### config.mk
export PLATFORM = sky130hd
export DESIGN_NAME = uart_rx_fifo
export DESIGN_NICKNAME = d
export VERILOG_FILES = /design/src/rtl/rxf_pkg.sv /design/src/rtl/rxf_frame.sv /design/src/rtl/rxf_fifo.sv /design/src/rtl/uart_rx_fifo.sv
export SDC_FILE = /design/constraint.sdc
export NUM_CORES = 1
export LEC_CHECK = 0
export ABC_AREA = 1
export ABC_CLOCK_PERIOD_IN_PS = 3880
export BUFFER_PORTS_ARGS = -buffer_cell sky130_fd_sc_hd__buf_2
export CAP_MARGIN = 10
export CORE_ASPECT_RATIO = 1.5
export CORE_MARGIN = 2
export CORE_UTILIZATION = 55
export DETAILED_ROUTE_END_ITERATION = 7
export PLACE_DENSITY = 0.73
export SLEW_MARGIN = 25
export SYNTH_ARGS = -nofsm -noshare
export SYNTH_HDL_FRONTEND = slang
export SYNTH_SLANG_ARGS = --single-unit
### constraint.sdc
create_clock -name clk -period 3.88 [get_ports clk]
set_clock_uncertainty 0.05 [all_clocks]
set_input_delay 0.388 -clock clk [delete_from_list [all_inputs] [get_ports clk]]
set_output_delay 0.388 -clock clk [all_outputs]
set_load 0.01 [all_outputs]
### src/rtl/rxf_pkg.sv
package rxf_pkg;
    typedef enum logic [2:0] {
        S_IDLE, S_START, S_DATA, S_PARITY, S_STOP1, S_STOP2
    } rx_state_e;

    typedef struct packed {
        logic       perr;
        logic       ferr;
        logic [7:0] data;
    } rx_char_t;

    localparam int FL_FULL  = 0;
    localparam int FL_READY = 1;
    localparam int FL_ERR   = 2;
    localparam int FL_BRK   = 3;
    localparam int FL_OVR   = 4;
    localparam int NFLAGS   = 5;

    function automatic logic [4:0] trig_level(input logic [1:0] code);
        case (code)
            2'd0:    return 5'd1;
            2'd1:    return 5'd4;
            2'd2:    return 5'd8;
            default: return 5'd14;
        endcase
    endfunction
endpackage

### src/rtl/rxf_frame.sv
module rxf_frame
    import rxf_pkg::*;
#(
    parameter int OVS = 16
) (
    input  logic     clk,
    input  logic     rst_n,
    input  logic     tick,
    input  logic     rxd_s,
    input  logic     enable,
    input  logic     len7,
    input  logic     par_en,
    input  logic     par_odd,
    input  logic     stop2,
    output logic     done,
    output rx_char_t chr,
    output logic     brk,
    output logic     busy
);
    localparam int CW = $clog2(OVS);
    localparam logic [CW-1:0] MID  = CW'(OVS / 2 - 1);
    localparam logic [CW-1:0] LAST = CW'(OVS - 1);

    rx_state_e state, nxt;
    logic [CW-1:0] cnt;
    logic [2:0]    bidx;
    logic [7:0]    sh;
    logic          pbit, stop_r, zero;
    logic          bit_tick, stop_now;
    logic [2:0]    last_bit;

    assign bit_tick = tick && (cnt == LAST);
    assign last_bit = len7 ? 3'd6 : 3'd7;

    always_comb begin
        nxt = state;
        unique case (state)
            S_IDLE:   if (tick && !rxd_s) nxt = S_START;
            S_START:  if (tick && cnt == MID) nxt = rxd_s ? S_IDLE : S_DATA;
            S_DATA:   if (bit_tick && bidx == last_bit) nxt = par_en ? S_PARITY : S_STOP1;
            S_PARITY: if (bit_tick) nxt = S_STOP1;
            S_STOP1:  if (bit_tick) nxt = stop2 ? S_STOP2 : S_IDLE;
            S_STOP2:  if (bit_tick) nxt = S_IDLE;
        endcase
        if (!enable) nxt = S_IDLE;
    end

    always_ff @(posedge clk or negedge rst_n) begin
        if (!rst_n) begin
            state  <= S_IDLE;
            cnt    <= '0;
            bidx   <= '0;
            sh     <= '0;
            pbit   <= 1'b0;
            stop_r <= 1'b1;
            zero   <= 1'b0;
        end else begin
            state <= nxt;
            if (state == S_IDLE || (state == S_START && nxt == S_DATA))
                cnt <= '0;
            else if (tick)
                cnt <= (cnt == LAST) ? '0 : cnt + 1'b1;
            if (state == S_IDLE) begin
                sh   <= '0;
                bidx <= '0;
                zero <= 1'b1;
            end
            if (state == S_DATA && bit_tick) begin
                sh[bidx] <= rxd_s;
                bidx     <= bidx + 3'd1;
                zero     <= zero & ~rxd_s;
            end
            if (state == S_PARITY && bit_tick) begin
                pbit <= rxd_s;
                zero <= zero & ~rxd_s;
            end
            if (state == S_STOP1 && bit_tick)
                stop_r <= rxd_s;
        end
    end

    always_comb begin
        stop_now = (state == S_STOP1) ? rxd_s : stop_r;
        done     = enable && bit_tick &&
                   ((state == S_STOP1 && !stop2) || state == S_STOP2);
        chr.data = sh;
        chr.ferr = !stop_now;
        chr.perr = par_en && (^sh ^ pbit ^ par_odd);
        brk      = zero && !stop_now;
        busy     = (state != S_IDLE);
    end
endmodule

### src/rtl/rxf_fifo.sv
module rxf_fifo
    import rxf_pkg::*;
#(
    parameter int DEPTH = 16
) (
    input  logic                       clk,
    input  logic                       rst_n,
    input  logic                       push,
    input  rx_char_t                   wdata,
    input  logic                       pop,
    output rx_char_t                   rdata,
    output logic [$clog2(DEPTH+1)-1:0] count
);
    localparam int AW = $clog2(DEPTH);
    localparam int CW = $clog2(DEPTH + 1);

    rx_char_t      mem [DEPTH];
    logic [AW-1:0] wp, rp;
    logic          do_push, do_pop;

    assign do_push = push && (count != CW'(DEPTH));
    assign do_pop  = pop && (count != '0);
    assign rdata   = mem[rp];

    always_ff @(posedge clk) begin
        if (do_push) mem[wp] <= wdata;
    end

    always_ff @(posedge clk or negedge rst_n) begin
        if (!rst_n) begin
            wp    <= '0;
            rp    <= '0;
            count <= '0;
        end else begin
            if (do_push) wp <= (wp == AW'(DEPTH - 1)) ? '0 : wp + 1'b1;
            if (do_pop)  rp <= (rp == AW'(DEPTH - 1)) ? '0 : rp + 1'b1;
            count <= count + CW'(do_push) - CW'(do_pop);
        end
    end
endmodule

### src/rtl/uart_rx_fifo.sv
module uart_rx_fifo
    import rxf_pkg::*;
#(
    parameter int OVS    = 16,
    parameter int DEPTH  = 16,
    parameter int TO_ETU = 15
) (
    input  logic       clk,
    input  logic       rst_n,
    input  logic       sample_en,
    input  logic       rxd,
    input  logic       cfg_rx_en,
    input  logic       cfg_len7,
    input  logic       cfg_par_en,
    input  logic       cfg_par_odd,
    input  logic       cfg_stop2,
    input  logic [1:0] cfg_trig,
    input  logic       cfg_rie,
    input  logic       cfg_reie,
    input  logic       rd_en,
    output logic [7:0] rd_data,
    output logic       rd_perr,
    output logic       rd_ferr,
    output logic [4:0] fifo_count,
    input  logic       clr_en,
    input  logic [4:0] clr_mask,
    output logic       st_full,
    output logic       st_ready,
    output logic       st_err,
    output logic       st_brk,
    output logic       st_ovr,
    output logic       irq_rxf,
    output logic       irq_err,
    output logic       irq_brk
);
    localparam int CNTW     = $clog2(DEPTH + 1);
    localparam int TO_TICKS = TO_ETU * OVS;
    localparam int TW       = $clog2(TO_TICKS + 1);

    logic [1:0]        sync;
    logic              fr_done, fr_brk, fr_busy;
    rx_char_t          fr_chr, head;
    logic [CNTW-1:0]   cnt;
    logic [TW-1:0]     to_cnt;
    logic [NFLAGS-1:0] flags, set_vec;
    logic              full, above, store_ok, pop;

    always_ff @(posedge clk or negedge rst_n) begin
        if (!rst_n) sync <= 2'b11;
        else        sync <= {sync[0], rxd};
    end

    rxf_frame #(.OVS(OVS)) u_frame (
        .clk(clk), .rst_n(rst_n), .tick(sample_en), .rxd_s(sync[1]),
        .enable(cfg_rx_en), .len7(cfg_len7), .par_en(cfg_par_en),
        .par_odd(cfg_par_odd), .stop2(cfg_stop2),
        .done(fr_done), .chr(fr_chr), .brk(fr_brk), .busy(fr_busy)
    );

    assign full     = (cnt == CNTW'(DEPTH));
    assign above    = (cnt >= CNTW'(trig_level(cfg_trig)));
    assign pop      = rd_en && (cnt != '0);
    assign store_ok = fr_done && !fr_brk && !flags[FL_BRK] && !flags[FL_OVR] && !full;

    rxf_fifo #(.DEPTH(DEPTH)) u_fifo (
        .clk(clk), .rst_n(rst_n), .push(store_ok), .wdata(fr_chr),
        .pop(pop), .rdata(head), .count(cnt)
    );

    always_ff @(posedge clk or negedge rst_n) begin
        if (!rst_n)
            to_cnt <= '0;
        else if (fr_busy || fr_done || pop || cnt == '0 || above)
            to_cnt <= '0;
        else if (sample_en && to_cnt != TW'(TO_TICKS))
            to_cnt <= to_cnt + 1'b1;
    end

    always_comb begin
        set_vec           = '0;
        set_vec[FL_FULL]  = above;
        set_vec[FL_READY] = sample_en && (to_cnt == TW'(TO_TICKS - 1)) &&
                            !fr_busy && !pop && cnt != '0 && !above;
        set_vec[FL_ERR]   = store_ok && (fr_chr.perr || fr_chr.ferr);
        set_vec[FL_BRK]   = fr_done && fr_brk;
        set_vec[FL_OVR]   = fr_done && !fr_brk && !flags[FL_BRK] && full;
    end

    always_ff @(posedge clk or negedge rst_n) begin
        if (!rst_n) flags <= '0;
        else        flags <= (flags & ~(clr_en ? clr_mask : '0)) | set_vec;
    end

    assign rd_data    = head.data;
    assign rd_perr    = head.perr;
    assign rd_ferr    = head.ferr;
    assign fifo_count = 5'(cnt);
    assign st_full    = flags[FL_FULL];
    assign st_ready   = flags[FL_READY];
    assign st_err     = flags[FL_ERR];
    assign st_brk     = flags[FL_BRK];
    assign st_ovr     = flags[FL_OVR];
    assign irq_rxf    = cfg_rie && (st_full || st_ready);
    assign irq_err    = (cfg_rie || cfg_reie) && st_err;
    assign irq_brk    = (cfg_rie || cfg_reie) && (st_brk || st_ovr);
endmodule

After elaboration in Yosys (flattened, before gate mapping)
Memories as Yosys holds them, arrays and structs flattened.
Cells that the tools add are included.
{ "op_classes": {"n_addsub": 7, "order_cmp": 3, "eq_ne": 17, "mux": 34, "bitwise": 7, "n_reduce_logical": 63} }
{ "ops": {"columns": ["cell", "count"], "rows": [
  ["$logic_and A1 B1 Y1", 33],
  ["$mux W3", 11],
  ["$mux W8", 4],
  ["$mux W4", 5],
  ["$pmux W3 S6", 1],
  ["$add A4 B1 Y4 const B", 3],
  ["$eq A4 B4 Y1 const B", 3],
  ["$pmux W4 S3", 1],
  ["$logic_not A1 Y1", 10],
  ["$logic_or A1 B1 Y1", 10],
  ["$eq A3 B2 Y1 const B", 3],
  ["$add A8 B1 Y8 const B", 1],
  ["$bwmux W8", 1],
  ["$eq A8 B8 Y1 const B", 1],
  ["$mux W1", 8],
  ["$ne A8 B8 Y1 const B", 1],
  ["$reduce_xor A8 Y1", 1],
  ["$eq A3 B3 Y1 const B", 2],
  ["$reduce_bool A2 Y1", 3],
  ["$reduce_bool A3 Y1", 2],
  ["$add A5 B1 Y5", 1],
  ["$and A5 B5 Y5", 1],
  ["$eq A5 B5 Y1 const B", 1],
  ["$ge A5 B5 Y1", 1],
  ["22 further kinds", 23]
]} }
{ "word_totals": {"ff_bits": 49, "mem_bits_rw": 160, "in_bits": 20, "output_inout_bits": 23, "wordCells": 145, "memories": 1} }
{ "memory_table": {"columns": ["name", "words", "width", "rd", "rd_clocked_by_memory_dff", "wr", "line_no", "source"], "rows": [
  ["u_fifo.mem", 16, 10, 1, 0, 1, "rxf_fifo.sv:17", "rx_char_t mem [DEPTH];"]
]} }

Longest topological paths before layout
{ "depth": {"ltp_word": 12, "mapped_depth": 15, "mapped_depth_nobuf": 15} }

Cells and area by module
Synthesis repeated with hierarchy kept, for this count alone.
{ "unflattened": {"cells_unflattened": 1076, "area_unflattened_um2": 9877.0} }
{ "by_module_without_submodules": {"columns": ["module", "n_inst", "cells_each", "area_per_inst_um2", "seq_area_each_um2"], "rows": [
  ["rxf_fifo", 1, 740, 7533.5, 5129.9],
  ["rxf_frame", 1, 188, 1326.3, 526.8],
  ["uart_rx_fifo", 1, 148, 1017.2, 377.9]
]} }

Worst setup path before layout
No wires, ideal clock.
{ "synth_path": {"path_kind": "flip-flop to flip-flop", "startpoint": "reg u_fifo.count[3]", "endpoint": "reg u_fifo.count[4]", "setup_time_ps": 79, "t_arrival_ps": 2344, "required_ps": 3751, "slack_ps": 1406, "path_stages_with_launch": 16, "n_path_buf": 0, "period_less_slack_ps": 2474, "path_cell_list": "dfrtp_1 > inv_1 > ha_1 > nand3_1 > nor2_1 > inv_1 > nand2_1 > inv_1 > ha_1 > inv_1 > ha_1 > fa_1 > a21oi_1 > nor2_1 > nor2_1 > xor2_1"} }
{ "synth_between": {"elab_cells_between_ends": 10, "classes_between": "add/sub: 2; eq/ne: 2; reduce/logical: 6"} }
{ "synth_rtl": {"columns": ["element", "line_no", "source"], "rows": [
  ["from (decl)", "rxf_fifo.sv:12", "output logic [$clog2(DEPTH+1)-1:0] count"],
  ["from (signal assigned)", "rxf_fifo.sv:37", "count <= count + CW'(do_push) - CW'(do_pop);"],
  ["$reduce_bool A5 Y1 (*)", "rxf_fifo.sv:22, uart_rx_fifo.sv:62", null],
  ["$logic_and A1 B1 Y1", "uart_rx_fifo.sv:62", "assign pop = rd_en && (cnt != '0);"],
  ["$logic_and A1 B1 Y1 (*)", "rxf_fifo.sv:22", "assign do_pop = pop && (count != '0);"],
  ["named net u_fifo.do_pop", "rxf_fifo.sv:19", "logic do_push, do_pop;"],
  ["$sub A5 B1 Y5 (*)", "rxf_fifo.sv:37", null]
]} }
Mark *: on every way through the listed nets, which the timed path passes. The rest lies on a longest branch.
A chain may end at the register's enable or synchronous reset.

Worst setup path in the final report
{ "layout_path": {"startpoint": "reg u_fifo.rp[0]", "endpoint": "out rd_data[4]"} }
{ "layout_between": {"elab_chain_cells": 1} }
{ "layout_lines": {"columns": ["element", "line_no", "source"], "rows": [
  ["from (decl)", "rxf_fifo.sv:18", "logic [AW-1:0] wp, rp;"],
  ["from (signal assigned)", "rxf_fifo.sv:36", "if (do_pop) rp <= (rp == AW'(DEPTH - 1)) ? '0 : rp + 1'b1;"],
  ["$mem_v2 Z16 W10", null, null],
  ["to (decl)", "uart_rx_fifo.sv:21", "output logic [7:0] rd_data,"]
]} }
Every way passes these cells.

==> out/metrics.yaml <==
status: "complete, no violations"
grt_max_degree: 82
finalHoldViolCount: 0
syn_area_per_cell_um2: 10.7
final_common_cell: "nand2_1"
cts_buffer_depth: 3
syn_inst: 862
tns_ns: 0
antenna_found_initial: 0
slew_headroom_pct: 35.0
r2r-start: "u_frame.cnt[0]"
insertion_delay_ns: 0.49
hold_start: "clr_mask[0]"
post-route-min-period_ns: 3.09
ys.flop_type: "edfxtp_1"
timing.rr.end: "u_fifo.mem[4][3]"
startpoint_type: "flip-flop"
critical_path_required_ns: 3.44
place_ws_ns: 1.08
worst_pin_slew_ns: 0.971
io_buffer_count: 42
yosys_warnings: 0
grt_setup_unrepaired: "false"
grt_pass1_vias: 6408
p_per_area_mw_per_mm2: 642
cts_tree: "yes"
coreArea_mm2: 0.0166
dieArea_mm2: 0.0179
rrSetupSlack_ns: 1.08
drv_cap: 0
worstSetupPathType: "flip-flop to primary output"
drtPass1Iterations: 5
antenna_cells: 0
ys_seq_area_share_pct: 65.3
async_flop_share_pct: 23.4
nNetsFinal: 945
wl_um: 21600
num_rows: 58
synth_fp_nets: 902
cts_sinks: 209
post-place-cells: 1091
clkTransAtPathRegs_ns: 0.06
fmax_mhz: 324
min_to: "flags[0]"
drc: 0
grt_usage_pct: 25.0
synth_top_area_share_pct: 52.0
wl_per_cell_um: 19.1
min_path_cells: 4
drv_slew: 0
netlist_area_mm2: 0.00924
layout_setup_ws_ns: 0.792
hpwl_um: 14400
synth_edf_count: 160
synth_cell_types: 41
fin_crit_sh_pct: 79.6
io_pins: 43
r2r_cells: 9
vias_per_cell: 5.71
postCtsSetupRepairBufs: 0
cts-root-buf: "clkbuf_16"
yosys.area.top_type: "edfxtp_1"
area_growth_pct: 11.8
layout_common_cells: "nand2_1 (174), edfxtp_1 (160), nor2_1 (102), o21ai_0 (80), inv_1 (67)"
vias: 6444
grt_pass1_wl_um: 33600
overflow: 0
yosys-top-cells-area: "edfxtp_1 (52%), dfrtp_1 (12%), nand2_1 (7.1%)"
ys_ff_latch: 209
critPathMaxFanout: 50
irDropWorstVdd_mv: 0.504
routabilityCongestion: 0.863
fin_cells: 1129
leakagePower_nw: 4.11
drt_iter0_markers: 546
numCtsBuffers: 20
die_w_um: 110
setup_viol: 0
htreeDepth: 1
critPathCaptureType: "primary output"
start_util_pct: 55.6
min_path_type: "primary input to flip-flop"
cts_resized: 0
cp_data_arrival_time_ns: 2.65
ant_nets: 0
die-height_um: 163
drive_gt1_share_pct: 11.2
## report_power, final
| group | total (W) | internal (W) | switching, W |
|---|---|---|---|
| Combinational | 0.00202 | 0.000634 | 0.00138 |
| Clock | 0.00201 | 0.00121 | 0.000801 |
| Sequential | 0.00261 | 0.00247 | 0.000136 |
## stage by stage
step                cell area, um^2  hold slack (ns)  utilization (%)  power (W)
finish                        10300           0.0946             62.2    0.00664
global route                  10300            0.111             62.2    0.00699
CTS                           10300           0.0888             62.2    0.00666
detailed placement             9640            0.164             58.0    0.00465
global placement               9640            0.161             58.0    0.00461
floorplan                      9240           0.0424                -    0.00395
## how the worst max path moves through the flow
stage / slack [ns] / end / from / depth (start not counted)
global route: 0.52 / rd_data[4] / u_fifo.rp[0] / 7
detailed placement: 1.08 / u_fifo.mem[4][9] / sample_en / 9
CTS: 0.81 / rd_data[4] / u_fifo.rp[0] / 7
finish: 0.79 / rd_data[4] / u_fifo.rp[0] / 7
global placement: 1.18 / u_fifo.mem[4][9] / sample_en / 9
floorplan: 1.41 / u_fifo.count[4] / u_fifo.count[3] / 15
## registers in the layout, indices dropped and copies added, names as in the netlist, 2 cells and up
name	flops
u_fifo.wp	4
u_fifo.count	5
to_cnt	8
u_fifo.mem	160
u_frame.state	3
u_frame.bidx	3
u_frame.cnt	4
sync	2
u_frame.sh	8
flags	5
u_fifo.rp	4
## cells by family (layout without fill, tap and decap cells)
family / Yosys count / in the layout / share of synthesized area [%]
flops: 209 / 209 / 65.3
compound gates: 161 / 161 / 10.1
buf+inv: 102 / 159 / 4.37
mux: 1 / 1 / 0.108
simple gates: 359 / 359 / 16.4
fa+ha+maj: 20 / 20 / 2.79
xor+xnor: 10 / 10 / 0.948
## area by class of cell
cell class                 count  area (um^2)
clock inverter                 9          121
inverter                      72          270
sequential                   209         6040
tap                          210          263
fill                        1311         6280
timing repair buffer          51          283
multi-input combinational    551         2810
clock buffer                  27          558
## critical path, cell delays in order (launching register included)
cell      delay [ns]
dfrtp_2         0.41
inv_2           0.59
buf_4           0.36
nand2_1         0.08
a221oi_1        0.28
o21ai_0         0.19
nand2_1         0.11
buf_2           0.13
## synthesized netlist by cell type (2+ instances only)
cell	count
a21oi_1	35
a221oi_1	11
buf_2	8
clkbuf_1	20
dfrtp_1	46
dfstp_2	3
edfxtp_1	160
ha_1	19
inv_1	68
inv_2	3
nand2_1	174
nand2_2	4
nand3_1	47
nand3b_1	2
nand4_1	12
nor2_1	102
nor2_4	2
nor3_1	8
o21ai_0	80
o221a_2	2
o221ai_1	6
o22ai_1	14
o31ai_1	6
or2_2	5
xnor2_1	2
xor2_1	8
## metal layers
metal | vias up | routed length [um] | track usage, %
met5 | - | 0 | 0
met2 | 206 | 11400 | 44.5
met1 | 3109 | 8110 | 29.5
met4 | 0 | 1010 | 11.5
met3 | 45 | 1080 | 3.28
li1 | 3084 | - | -
## what timing repair did
action	CTS	global route
endpoints found under the setup margin	0	0
hold endpoints to repair	5	0
hold buffers	2	0
(Power assumes the default switching activity.)
